### src/rtl/page_dec_pkg.sv
package page_dec_pkg;
  localparam int ADDR_W   = 16;
  localparam int PAGE_W   = 8;
  localparam int PAGES    = 1 << PAGE_W;
  localparam int ENTRY_W  = 8;
  localparam int NUM_CS   = 6;
  localparam int CODE_W   = 3;
  localparam logic [CODE_W-1:0] WIN_CODE  = CODE_W'(NUM_CS);
  localparam logic [CODE_W-1:0] NONE_CODE = CODE_W'(NUM_CS + 1);

  // Default layout: RAM low half, window at 0x80, select 1 on top 16 pages.
  function automatic logic [ENTRY_W-1:0] default_entry(input logic [PAGE_W-1:0] pg);
    if (pg < 8'h80)        return 8'h00;
    else if (pg == 8'h80)  return ENTRY_W'(WIN_CODE);
    else if (pg >= 8'hF0)  return 8'h01;
    else                   return ENTRY_W'(NONE_CODE);
  endfunction

  function automatic logic [CODE_W-1:0] entry_code(input logic [ENTRY_W-1:0] e);
    return e[CODE_W-1:0];
  endfunction
endpackage

### src/rtl/page_map_store.sv
module page_map_store
  import page_dec_pkg::*;
(
  input  logic               clk,
  input  logic               rst_n,
  input  logic               wr_en,
  input  logic [PAGE_W-1:0]  wr_idx,
  input  logic [ENTRY_W-1:0] wr_val,
  input  logic [PAGE_W-1:0]  bus_idx,
  output logic [ENTRY_W-1:0] bus_entry,
  output logic [ENTRY_W-1:0] rd_entry
);
  logic [ENTRY_W-1:0] map_q [PAGES];

  always_ff @(posedge clk or negedge rst_n) begin
    if (!rst_n) begin
      for (int i = 0; i < PAGES; i++) map_q[i] <= default_entry(PAGE_W'(i));
    end else if (wr_en) begin
      map_q[wr_idx] <= wr_val;
    end
  end

  assign bus_entry = map_q[bus_idx];
  assign rd_entry  = map_q[wr_idx];


  map_write_chk: assert property (@(posedge clk) disable iff (!rst_n)
    wr_en |=> map_q[$past(wr_idx)] == $past(wr_val));
endmodule

### src/rtl/page_sel_decode.sv
module page_sel_decode
  import page_dec_pkg::*;
(
  input  logic [CODE_W-1:0] code,
  input  logic              enable,
  input  logic              rw,
  output logic [NUM_CS-1:0] cs_n,
  output logic              win_rd,
  output logic              win_wr
);
  logic win_hit;

  for (genvar g = 0; g < NUM_CS; g++) begin : g_cs
    assign cs_n[g] = ~(enable && (code == CODE_W'(g)));
  end

  assign win_hit = enable && (code == WIN_CODE);
  assign win_rd  = win_hit && rw;
  assign win_wr  = win_hit && !rw;
endmodule

### src/rtl/page_decoder.sv
module page_decoder
  import page_dec_pkg::*;
(
  input  logic               clk,
  input  logic               rst_n,
  input  logic [ADDR_W-1:0]  addr,
  input  logic               rw,
  input  logic               phi2,
  input  logic               ld_busy,
  input  logic               ld_we,
  input  logic [PAGE_W-1:0]  ld_page,
  input  logic [ENTRY_W-1:0] ld_data,
  output logic [ENTRY_W-1:0] ld_rdata,
  output logic [NUM_CS-1:0]  cs_n,
  output logic               win_rd,
  output logic               win_wr
);
  logic [PAGE_W-1:0]  bus_page;
  logic [ENTRY_W-1:0] bus_entry;
  logic [CODE_W-1:0]  bus_code;
  logic               load_hold;
  logic               dec_en;

  assign bus_page  = addr[ADDR_W-1 -: PAGE_W];
  assign load_hold = ld_busy | ld_we;
  assign dec_en    = phi2 & ~load_hold;
  assign bus_code  = entry_code(bus_entry);

  page_map_store u_store (
    .clk(clk), .rst_n(rst_n), .wr_en(ld_we), .wr_idx(ld_page), .wr_val(ld_data),
    .bus_idx(bus_page), .bus_entry(bus_entry), .rd_entry(ld_rdata)
  );

  page_sel_decode u_dec (
    .code(bus_code), .enable(dec_en), .rw(rw),
    .cs_n(cs_n), .win_rd(win_rd), .win_wr(win_wr)
  );


  cs_onehot_chk: assert property (@(posedge clk) disable iff (!rst_n)
    $onehot0({~cs_n, win_rd, win_wr}));

  phase_gate_chk: assert property (@(posedge clk) disable iff (!rst_n)
    !phi2 |-> (&cs_n && !win_rd && !win_wr));

  load_hold_chk: assert property (@(posedge clk) disable iff (!rst_n)
    (ld_busy || ld_we) |-> (&cs_n && !win_rd && !win_wr));

  win_dir_chk: assert property (@(posedge clk) disable iff (!rst_n)
    (win_rd || win_wr) |-> (&cs_n && (win_rd == rw)));
endmodule

### config.mk
export PLATFORM = sky130hd
export DESIGN_NAME = page_decoder
export DESIGN_NICKNAME = d
export VERILOG_FILES = /design/src/rtl/page_dec_pkg.sv /design/src/rtl/page_map_store.sv /design/src/rtl/page_sel_decode.sv /design/src/rtl/page_decoder.sv
export SDC_FILE = /design/constraint.sdc
export NUM_CORES = 2
export LEC_CHECK = 0
export BUFFER_PORTS_ARGS = -buffer_cell sky130_fd_sc_hd__buf_2
export CORE_ASPECT_RATIO = 1.1
export CORE_MARGIN = 10
export CORE_UTILIZATION = 40
export DETAILED_ROUTE_END_ITERATION = 7
export SETUP_SLACK_MARGIN = 0.15
export SYNTH_ARGS = -nofsm -noshare
export SYNTH_HDL_FRONTEND = slang
export SYNTH_HIERARCHICAL = 1
export SYNTH_SLANG_ARGS = --single-unit
### constraint.sdc
create_clock -name clk -period 3.9 [get_ports clk]
set_input_delay 0.39 -clock clk [delete_from_list [all_inputs] [get_ports clk]]
set_output_delay 0.39 -clock clk [all_outputs]
set_load 0.02 [all_outputs]
==> flow_metrics.py <==
metrics = {
    "outcome": {
        "status": "complete, but fails checks",
        "violations": "negative setup slack",
    },
    "drt": {
        "vias": 61200,
        "wl_mm": 319,
        "wl_per_cell_um": 31.2,
        "drc_errors": 0,
        "vias_per_cell": 6.00,
        "drtPass1Iterations": 5,
        "drtAntennaViolNets": 0,
        "drtIter0Drc": 5132,
    },
    "final_layout": {
        "regMostFlops": "u_store/map_q",
        "largestRegisters": "u_store/map_q: 2048 flops",
        "largest_reg_flops": 2048,
        "drive_above_1_share_pct": 64.0,
        "syn2layout_area_growth_pct": 15.8,
        "finish.utilization_pct": 46.5,
        "final_cells": 10200,
        "nets": 6734,
    },
    "power": {
        "leakage_nw": 52.5,
        "intPower_w": 0.0375,
        "p_comb_share_pct": 10.1,
        "power.share.clock_pct": 43.9,
        "switchingPower_w": 0.0125,
        "ir_drop_mv": 0.458,
        "seqPwrFrac_pct": 46.0,
        "p_per_area_mw_per_mm2": 428,
        "sw_frac_of_total_pct": 24.9,
    },
    "floorplan": {
        "die_w_um": 499,
        "die_h_um": 547,
        "start_util_pct": 40.1,
        "core_region_area_mm2": 0.251,
        "dieArea_mm2": 0.273,
        "rows": 193,
        "boundaryPins": 54,
    },
    "cts": {
        "cts_num_sinks": 2048,
        "insertion_delay_ns": 0.90,
        "clk_root_buffer_cell": "clkbuf_16",
        "cts_buffers": 214,
        "cts_tree": "built",
        "cts.htree.levels": 4,
        "clock_path_buffers": 3,
        "clk_pin_slew_ns": 0.07,
    },
    "critical_path": {
        "timing.rr.start": "u_store/map_q[1450]",
        "arrival_ns": 4.03,
        "critPathCaptureType": "output pin",
        "worstPathCellList": "mux4_2 > mux2i_2 > a211oi_2 > nor2_1 > nor4b_1 > buf_4 > nor4_4 > buf_4 > and2b_2 > nand3_2 > buf_6",
        "slowest_delay_ns": 0.72,
        "r2r_slack_ns": 3.01,
        "worst-path-max-fanout": 4,
        "crit_buf_inv": 3,
        "crit_type": "flop to output pin",
        "r2r-end": "u_store/map_q[1450]",
        "critPathLaunchType": "flop",
        "critical_path.most_common_cell": "buf_4",
        "r2r_cells": 2,
        "slowest_stage": "nor4_4",
        "path_delay_family": "simple AND/OR/NAND/NOR gates",
        "required_ns": 3.51,
    },
    "logic_synthesis": {
        "synth_fp_nets": 6485,
        "yosys_warnings": 6,
        "syn_area_mm2": 0.101,
        "synthCells": 6447,
        "avgSynthCellArea_um2": 15.6,
    },
    "timing": {
        "worst_slack_ns": -0.522,
        "hold_ws_ns": 0.0534,
        "maxSlewHeadroom_pct": 13.2,
        "max_freq_mhz": 226,
        "hold_viol": 0,
        "fin_crit_ns": 4.42,
        "drv_slew": 0,
        "skew_ns": 0,
        "period_share_pct": 113,
        "finalSetupViolCount": 11,
        "rsz0062_at_grt": "yes",
        "max_slew.worst_pin.slew_ns": 1.30,
        "tns_ns": -4.54,
    },
    "global_route": {
        "grt_overflow": 0,
        "grtUsageMet2_pct": 36.6,
        "grt_pass1_wl_mm": 468,
        "grt_pass1_vias": 64800,
        "gr-usage-met1_pct": 29.4,
        "antenna_found_initial": 12,
        "grt_util_met3_pct": 4.72,
        "track_usage_pct": 23.0,
        "busiest_layer": "met2",
        "grt_max_degree": 153,
    },
    "placed_design": {
        "dpl.hpwl_mm": 216,
        "io_buffer_count": 45,
        "place_congestion": 0.909,
        "post-place-ws_ns": -0.714,
        "post-place-cells": 9780,
    },
    "job": {
        "maxCapViolCount": 0,
    },
    "worst_hold_path": {
        "min_path_type": "input pin to async pin",
    },
}
-- power by group through the flow --
stage | combinational [W] | sequential (W) | clock (W)
2_1_floorplan | 0.00293 | 0.0231 | 0
3_3_place_gp | 0.00485 | 0.0233 | 0
3_5_place_dp | 0.00494 | 0.0233 | 0
4_1_cts | 0.00505 | 0.0230 | 0.0224
5_1_grt | 0.00533 | 0.0231 | 0.0233
6_report | 0.00505 | 0.0230 | 0.0219
-- cell usage in the layout, fill, tap and decap left out, drive strengths merged, types with 8 or more instances in the layout --
master,count
a211oi,14
a21oi,44
a221oi,26
a22o,24
a22oi,57
buf,649
bufinv,23
clkbuf,328
clkinv,60
dfrtp,1697
dfstp,351
diode,8
inv,12
mux2,2056
mux2i,163
mux4,723
nand2,181
nand3,25
nor2,198
nor2b,15
nor3,44
nor4,11
o21ai,11
o221ai,41
o22ai,40
-- worst max path at each step --
stage / start / to / slack [ns] / cells after the start
6_report: u_store/map_q[402] / cs_n[3] / -0.52 / 11
5_1_grt: u_store/map_q[132] / ld_rdata[4] / -0.49 / 8
4_1_cts: u_store/map_q[148] / ld_rdata[4] / -0.50 / 8
3_5_place_dp: addr[8] / cs_n[3] / -0.71 / 15
3_3_place_gp: addr[8] / cs_n[2] / -0.73 / 15
2_1_floorplan: addr[8] / cs_n[5] / 0.67 / 13
-- worst reg2reg max path: stages, from the launching register on --
cell and delay, ns:
dfrtp_1 0.39, buf_4 0.14, mux2_2 0.25
-- per-layer routing --
metal	vias to the layer above	share of wire [%]
li1	25000	-
met1	33600	40
met2	1982	47
met3	684	6.3
met4	10	6.2
met5	-	0.048
-- layout make-up --
cell class / count / area (um^2)
Fill cell: 21800 / 134000
Sequential cell: 2048 / 51700
Multi-Input combinational cell: 3764 / 46800
Timing Repair Buffer: 660 / 6370
Clock buffer: 318 / 6310
Tap cell: 3315 / 4150
Clock inverter: 91 / 1340
Inverter: 8 / 30.0
Antenna cell: 8 / 20.0
-- what timing repair did --
item                                    4_1_cts  5_1_grt
hold endpoints to repair                    158        0
pin swaps                                    43       17
endpoints found under the setup margin       16       16
gates resized for setup                     147       25
gates cloned                                  0        1
setup buffers                                11        2
hold buffers                                  1        0
-- through the flow --
stage / area (um^2) / total power (W)
after floorplan: 101000 / 0.0261
after global placement: 108000 / 0.0281
after detailed placement: 108000 / 0.0283
after CTS: 117000 / 0.0504
after global routing: 117000 / 0.0517
final: 117000 / 0.0500
(Power assumes the default switching activity.)
